==> src/rtl/pin_port_irq.sv <==
module pin_port_irq (
  input  logic        clk,
  input  logic        rst_n,
  input  logic [4:0]  addr,
  input  logic        wr_en,
  input  logic        rd_en,
  input  logic [31:0] wdata,
  output logic [31:0] rdata,
  input  logic [31:0] pad_in,
  output logic [31:0] pad_out,
  output logic [31:0] pad_oe,
  output logic        irq
);
  localparam int NPIN = 32;

  localparam logic [2:0] SEL_OUT  = 3'd0;
  localparam logic [2:0] SEL_DIR  = 3'd1;
  localparam logic [2:0] SEL_PAD  = 3'd2;
  localparam logic [2:0] SEL_MLO  = 3'd3;
  localparam logic [2:0] SEL_MHI  = 3'd4;
  localparam logic [2:0] SEL_EN   = 3'd5;
  localparam logic [2:0] SEL_FLAG = 3'd6;
  localparam logic [2:0] SEL_ANY  = 3'd7;

  logic [NPIN-1:0]   out_q, dir_q, en_q, flag_q, any_q;
  logic [NPIN-1:0]   meta_q, sync_q, last_q, evt;
  logic [2*NPIN-1:0] mode_q;
  logic [2:0]        sel;

  assign sel = addr[4:2];

  wire wr_flag = wr_en && sel == SEL_FLAG;

  assign pad_out = out_q;
  assign pad_oe  = dir_q;
  assign irq     = |(flag_q & en_q);

  always_comb begin
    for (int i = 0; i < NPIN; i++) begin
      if (any_q[i])
        evt[i] = sync_q[i] ^ last_q[i];
      else
        case (mode_q[2*i +: 2])
          2'd0:    evt[i] = ~sync_q[i];
          2'd1:    evt[i] = sync_q[i];
          2'd2:    evt[i] = sync_q[i] & ~last_q[i];
          default: evt[i] = ~sync_q[i] & last_q[i];
        endcase
    end
  end

  always_ff @(posedge clk or negedge rst_n) begin
    if (!rst_n) begin
      meta_q <= '0;
      sync_q <= '0;
      last_q <= '0;
    end else begin
      meta_q <= pad_in;
      sync_q <= meta_q;
      last_q <= sync_q;
    end
  end

  always_ff @(posedge clk or negedge rst_n) begin
    if (!rst_n) begin
      out_q  <= '0;
      dir_q  <= '0;
      mode_q <= '0;
      en_q   <= '0;
      any_q  <= '0;
    end else if (wr_en) begin
      case (sel)
        SEL_OUT: out_q                  <= wdata;
        SEL_DIR: dir_q                  <= wdata;
        SEL_MLO: mode_q[NPIN-1:0]       <= wdata;
        SEL_MHI: mode_q[2*NPIN-1:NPIN]  <= wdata;
        SEL_EN:  en_q                   <= wdata;
        SEL_ANY: any_q                  <= wdata;
        default: ;
      endcase
    end
  end

  always_ff @(posedge clk or negedge rst_n) begin
    if (!rst_n) flag_q <= '0;
    else        flag_q <= (flag_q & ~(wr_flag ? wdata : '0)) | evt;
  end

  always_comb begin
    rdata = '0;
    if (rd_en)
      case (sel)
        SEL_OUT:  rdata = (out_q & dir_q) | (sync_q & ~dir_q);
        SEL_DIR:  rdata = dir_q;
        SEL_PAD:  rdata = sync_q;
        SEL_MLO:  rdata = mode_q[NPIN-1:0];
        SEL_MHI:  rdata = mode_q[2*NPIN-1:NPIN];
        SEL_EN:   rdata = en_q;
        SEL_FLAG: rdata = flag_q;
        default:  rdata = any_q;
      endcase
  end

  AST_OE_FOLLOWS_WRITE: assert property (@(posedge clk) disable iff (!rst_n)
    (wr_en && sel == SEL_DIR) |=> pad_oe == $past(wdata));
  AST_CLEAR_WORKS: assert property (@(posedge clk) disable iff (!rst_n)
    wr_flag |=> (flag_q & $past(wdata & ~evt)) == '0);
  AST_SET_WINS: assert property (@(posedge clk) disable iff (!rst_n)
    (evt != '0) |=> (flag_q & $past(evt)) == $past(evt));
  AST_NO_SPURIOUS_FLAG: assert property (@(posedge clk) disable iff (!rst_n)
    (flag_q != $past(flag_q)) |-> (flag_q & ~$past(flag_q) & ~$past(evt)) == '0);
  AST_QUIET_WHEN_DISABLED: assert property (@(posedge clk) disable iff (!rst_n)
    (en_q == '0) |-> !irq);
endmodule

==> config.mk <==
export PLATFORM = sky130hd
export DESIGN_NAME = pin_port_irq
export DESIGN_NICKNAME = d
export VERILOG_FILES = /design/src/rtl/pin_port_irq.sv
export SDC_FILE = /design/constraint.sdc
export NUM_CORES = 1
export LEC_CHECK = 0
export BUFFER_PORTS_ARGS = -buffer_cell sky130_fd_sc_hd__buf_2
export CORE_MARGIN = 2
export CORE_UTILIZATION = 33
export CTS_BUF_LIST = sky130_fd_sc_hd__clkbuf_8
export DETAILED_ROUTE_END_ITERATION = 6
export GPL_ROUTABILITY_DRIVEN = 0
export GPL_TIMING_DRIVEN = 0
export SETUP_SLACK_MARGIN = 0.02
export SLEW_MARGIN = 20
export SYNTH_ARGS = -nofsm -noshare
export SYNTH_HDL_FRONTEND = slang
export SYNTH_SLANG_ARGS = --single-unit
==> constraint.sdc <==
create_clock -name clk -period 3.9 [get_ports clk]
set_clock_uncertainty 0.1 [all_clocks]
set_input_delay 0.585 -clock clk [delete_from_list [all_inputs] [get_ports clk]]
set_output_delay 0.585 -clock clk [all_outputs]
set_load 0.005 [all_outputs]
==> flow_metrics.tcl <==
set metrics [dict create \
    drc_errors 0 \
    yosysTopAreaCell "dfrtp_1" \
    cts_buffers 57 \
    final.setup.tns_ps 0 \
    hp-class "input pin to register" \
    post_cts_resized 0 \
    viasPerCell 5.394 \
    postRouteAntennaNets 0 \
    min_period_ps 3656 \
    final_common_cell "dfrtp_1" \
    max_cap_violations 0 \
    clk_latency_ps 640 \
    grt_max_degree 98 \
    swShare_pct 30.91 \
    dr.pass1.iters 5 \
    crit_required_ps 3210 \
    wire_per_inst_um 24.22 \
    core-area_sq_um 46360 \
    die_area_sq_um 48500 \
    vdd_drop_max_uv 211.7 \
    crit_chain "buf_2, buf_4, buf_2, clkbuf_1, a2bb2oi_1, a21oi_1, buf_2" \
    syn_area_per_cell_sq_um 12.19 \
    totalPowerFinal_uw 9177 \
    n_antenna_cell 0 \
    finalSetupViolations 0 \
    synthesis.instances 1266 \
    cts_sinks 320 \
    clk_path_buf_depth 3 \
    crit_path_frequent_cell "buf_2" \
    fmax_mhz 273.5 \
    yosys-top-cells-area "dfrtp_1, mux2_2, ha_1" \
    end_kind "primary output" \
    cts_max_level 2 \
    yosysTopAreaCellShare_pct 51.90 \
    slew_headroom_pct 22.76 \
    post_cts_buffers 0 \
    die_x_um 220.2 \
    yosys_warnings 0 \
    syn-cell-area_sq_um 15430 \
    timing_max_transition_violations_final 0 \
    grt_pass1_vias 11960 \
    async_flop_share_pct 100.0 \
    std_cell_rows 79 \
    vias 11740 \
    syn-num-nets 1403 \
    drtIter0Drc 931 \
    cp_num_buf_inv 5 \
    dp_hpwl_um 37060 \
    layout.nets 1664 \
    hold_viol 0 \
    p_sw_uw 2837 \
    cpPeakStageDelay_ps 710 \
    grt_overflow_total 0 \
    intPower_uw 6340 \
    wl_um 52730 \
    critical_path.slowest_cell "clkbuf_1" \
    fin_crit_sh_pct 93.73 \
    rsz0062_at_grt "no" \
    post-route-util_pct 39.94 \
    crit_family "buffers and inverters" \
    synth_flop_cell "dfrtp_1" \
    critPathMaxFanout 10 \
    worst_pin_slew_ps 1159 \
    grt.total_usage_pct 21.93 \
    cts-root-buf "clkbuf_8" \
    grt_antenna_before_repair 3 \
    p_seq_share_pct 48.4 \
    combPwrFrac_pct 19.1 \
    ys_types 45 \
    cts_tree "done" \
    die_y_um 220.2 \
    seq_area_frac_synth_pct 51.90 \
    synth_edf_count 0 \
    power.density_nw_per_um2 495.7 \
    layout-drive-gt1-share_pct 33.12 \
    critPathArrivalTime_ps 2970 \
    critical_path_class "input pin to primary output" \
    clk_pin_slew_worst_paths_ps 60 \
    port_buffers 166 \
    power.static_leakage_uw 0.008377 \
    area.growth.synth_to_final_pct 20.00 \
    synth-seq-cells 320 \
    postCtsHoldBufs 33 \
    initial_utilization_pct 33.28 \
    grt_pass1_wl_um 77450 \
    num_io_pins 170 \
    mostFrequentLayoutCells "dfrtp_1, mux2_2, buf_2" \
    outcome "complete, no violations" \
    p_clk_share_pct 32.6 \
    start_kind "input pin" \
]
[cell families (layout without fill, tap and decap cells)]
logic type,count (synthesis),in the layout,synth area share (%)
DFF,320,320,51.90
muxes,256,256,18.86
AOI/OAI and AO/OA,254,254,12.03
and+or+nand+nor,178,178,5.725
buffers and inverters,164,468,4.598
adders and majority gates,64,64,5.190
xor gates and xnor gates,30,30,1.703
[metal layers]
metal	wire length (um)	part of all wire [%]	GRT usage, %
met1	21980	42	28.73
met2	23940	45	34.18
met3	4343	8.2	5.471
met4	2435	4.6	10.09
met5	34	0.064	0
[state kept, by name, indices dropped and copies added (netlist names)]
signal	count
any_q	32
en_q	32
flag_q	32
last_q	32
meta_q	32
mode_q	64
pad_oe	32
pad_out	32
sync_q	32
[power by group through the flow]
stage               combinational [uW]  clock (uW)  sequential [uW]
floorplan                         1090           0             4260
global placement                  1670           0             4460
detailed placement                1730           0             4490
CTS                               1760        3060             4430
global route                      1930        3210             4500
finish                            1750        2990             4440
[cells in the mapped netlist (2+ instances only)]
cell,instances
dfrtp_1,320
mux2_2,216
inv_1,101
ha_1,64
nand2_1,56
a211oi_1,53
o21ai_0,41
nor2_1,37
buf_2,33
mux2i_1,32
a221o_1,31
xnor2_1,30
o22ai_1,26
nor2b_1,25
a22oi_1,20
a2111oi_0,19
and2_1,19
nor3_1,19
o21a_1,19
a21oi_1,18
clkbuf_1,15
buf_4,14
nand2b_1,7
mux4_2,6
nand4_1,6
o221ai_1,5
a2bb2oi_1,4
o2111ai_1,4
o21bai_1,4
a221oi_1,3
mux2_1,2
nand3_1,2
nor3_4,2
o211ai_1,2
[stage by stage]
stage          hold WS, ps  cell area [sq um]  std cells  worst slack, ps
2_1_floorplan        189.4              15430       1266             1553
3_3_place_gp         234.5              17020       2039            -4252
3_5_place_dp         234.7              17110       2042            333.3
4_1_cts              116.1              18520       2177            326.5
5_1_grt              165.7              18520       2177            218.2
6_report             163.7              18520       2177            244.3
[final timing paths]
check / slack [ps] / start / end / depth (start not counted)
min in group asynchronous: 410 / rst_n / sync_q[10]$_DFF_PN0_ / 2
worst min register to register: 240 / meta_q[8]$_DFF_PN0_ / sync_q[8]$_DFF_PN0_ / 0
worst max register to register: 2390 / sync_q[11]$_DFF_PN0_ / flag_q[11]$_DFF_PN0_ / 5
worst max-delay path: 240 / addr[4] / rdata[25] / 7
max in group asynchronous: 1700 / rst_n / flag_q[27]$_DFF_PN0_ / 5
worst min-delay path: 160 / wdata[30] / mode_q[62]$_DFFE_PN0P_ / 3
[worst min-delay path, stage by stage]
cell	delay [ps]
buf_2	150
nand2_1	60
o21ai_0	60
[area by class of cell]
class / count / area, sq um
sequential: 320 / 8008
clock buffer: 68 / 935.9
buffer: 62 / 326.6
inverter: 102 / 382.9
tap: 607 / 759.5
clock inverter: 34 / 136.4
timing repair buffer: 202 / 1254
multi-input combinational: 782 / 6713
fill: 4437 / 27840
No activity file was read; power rests on OpenSTA's default activity.
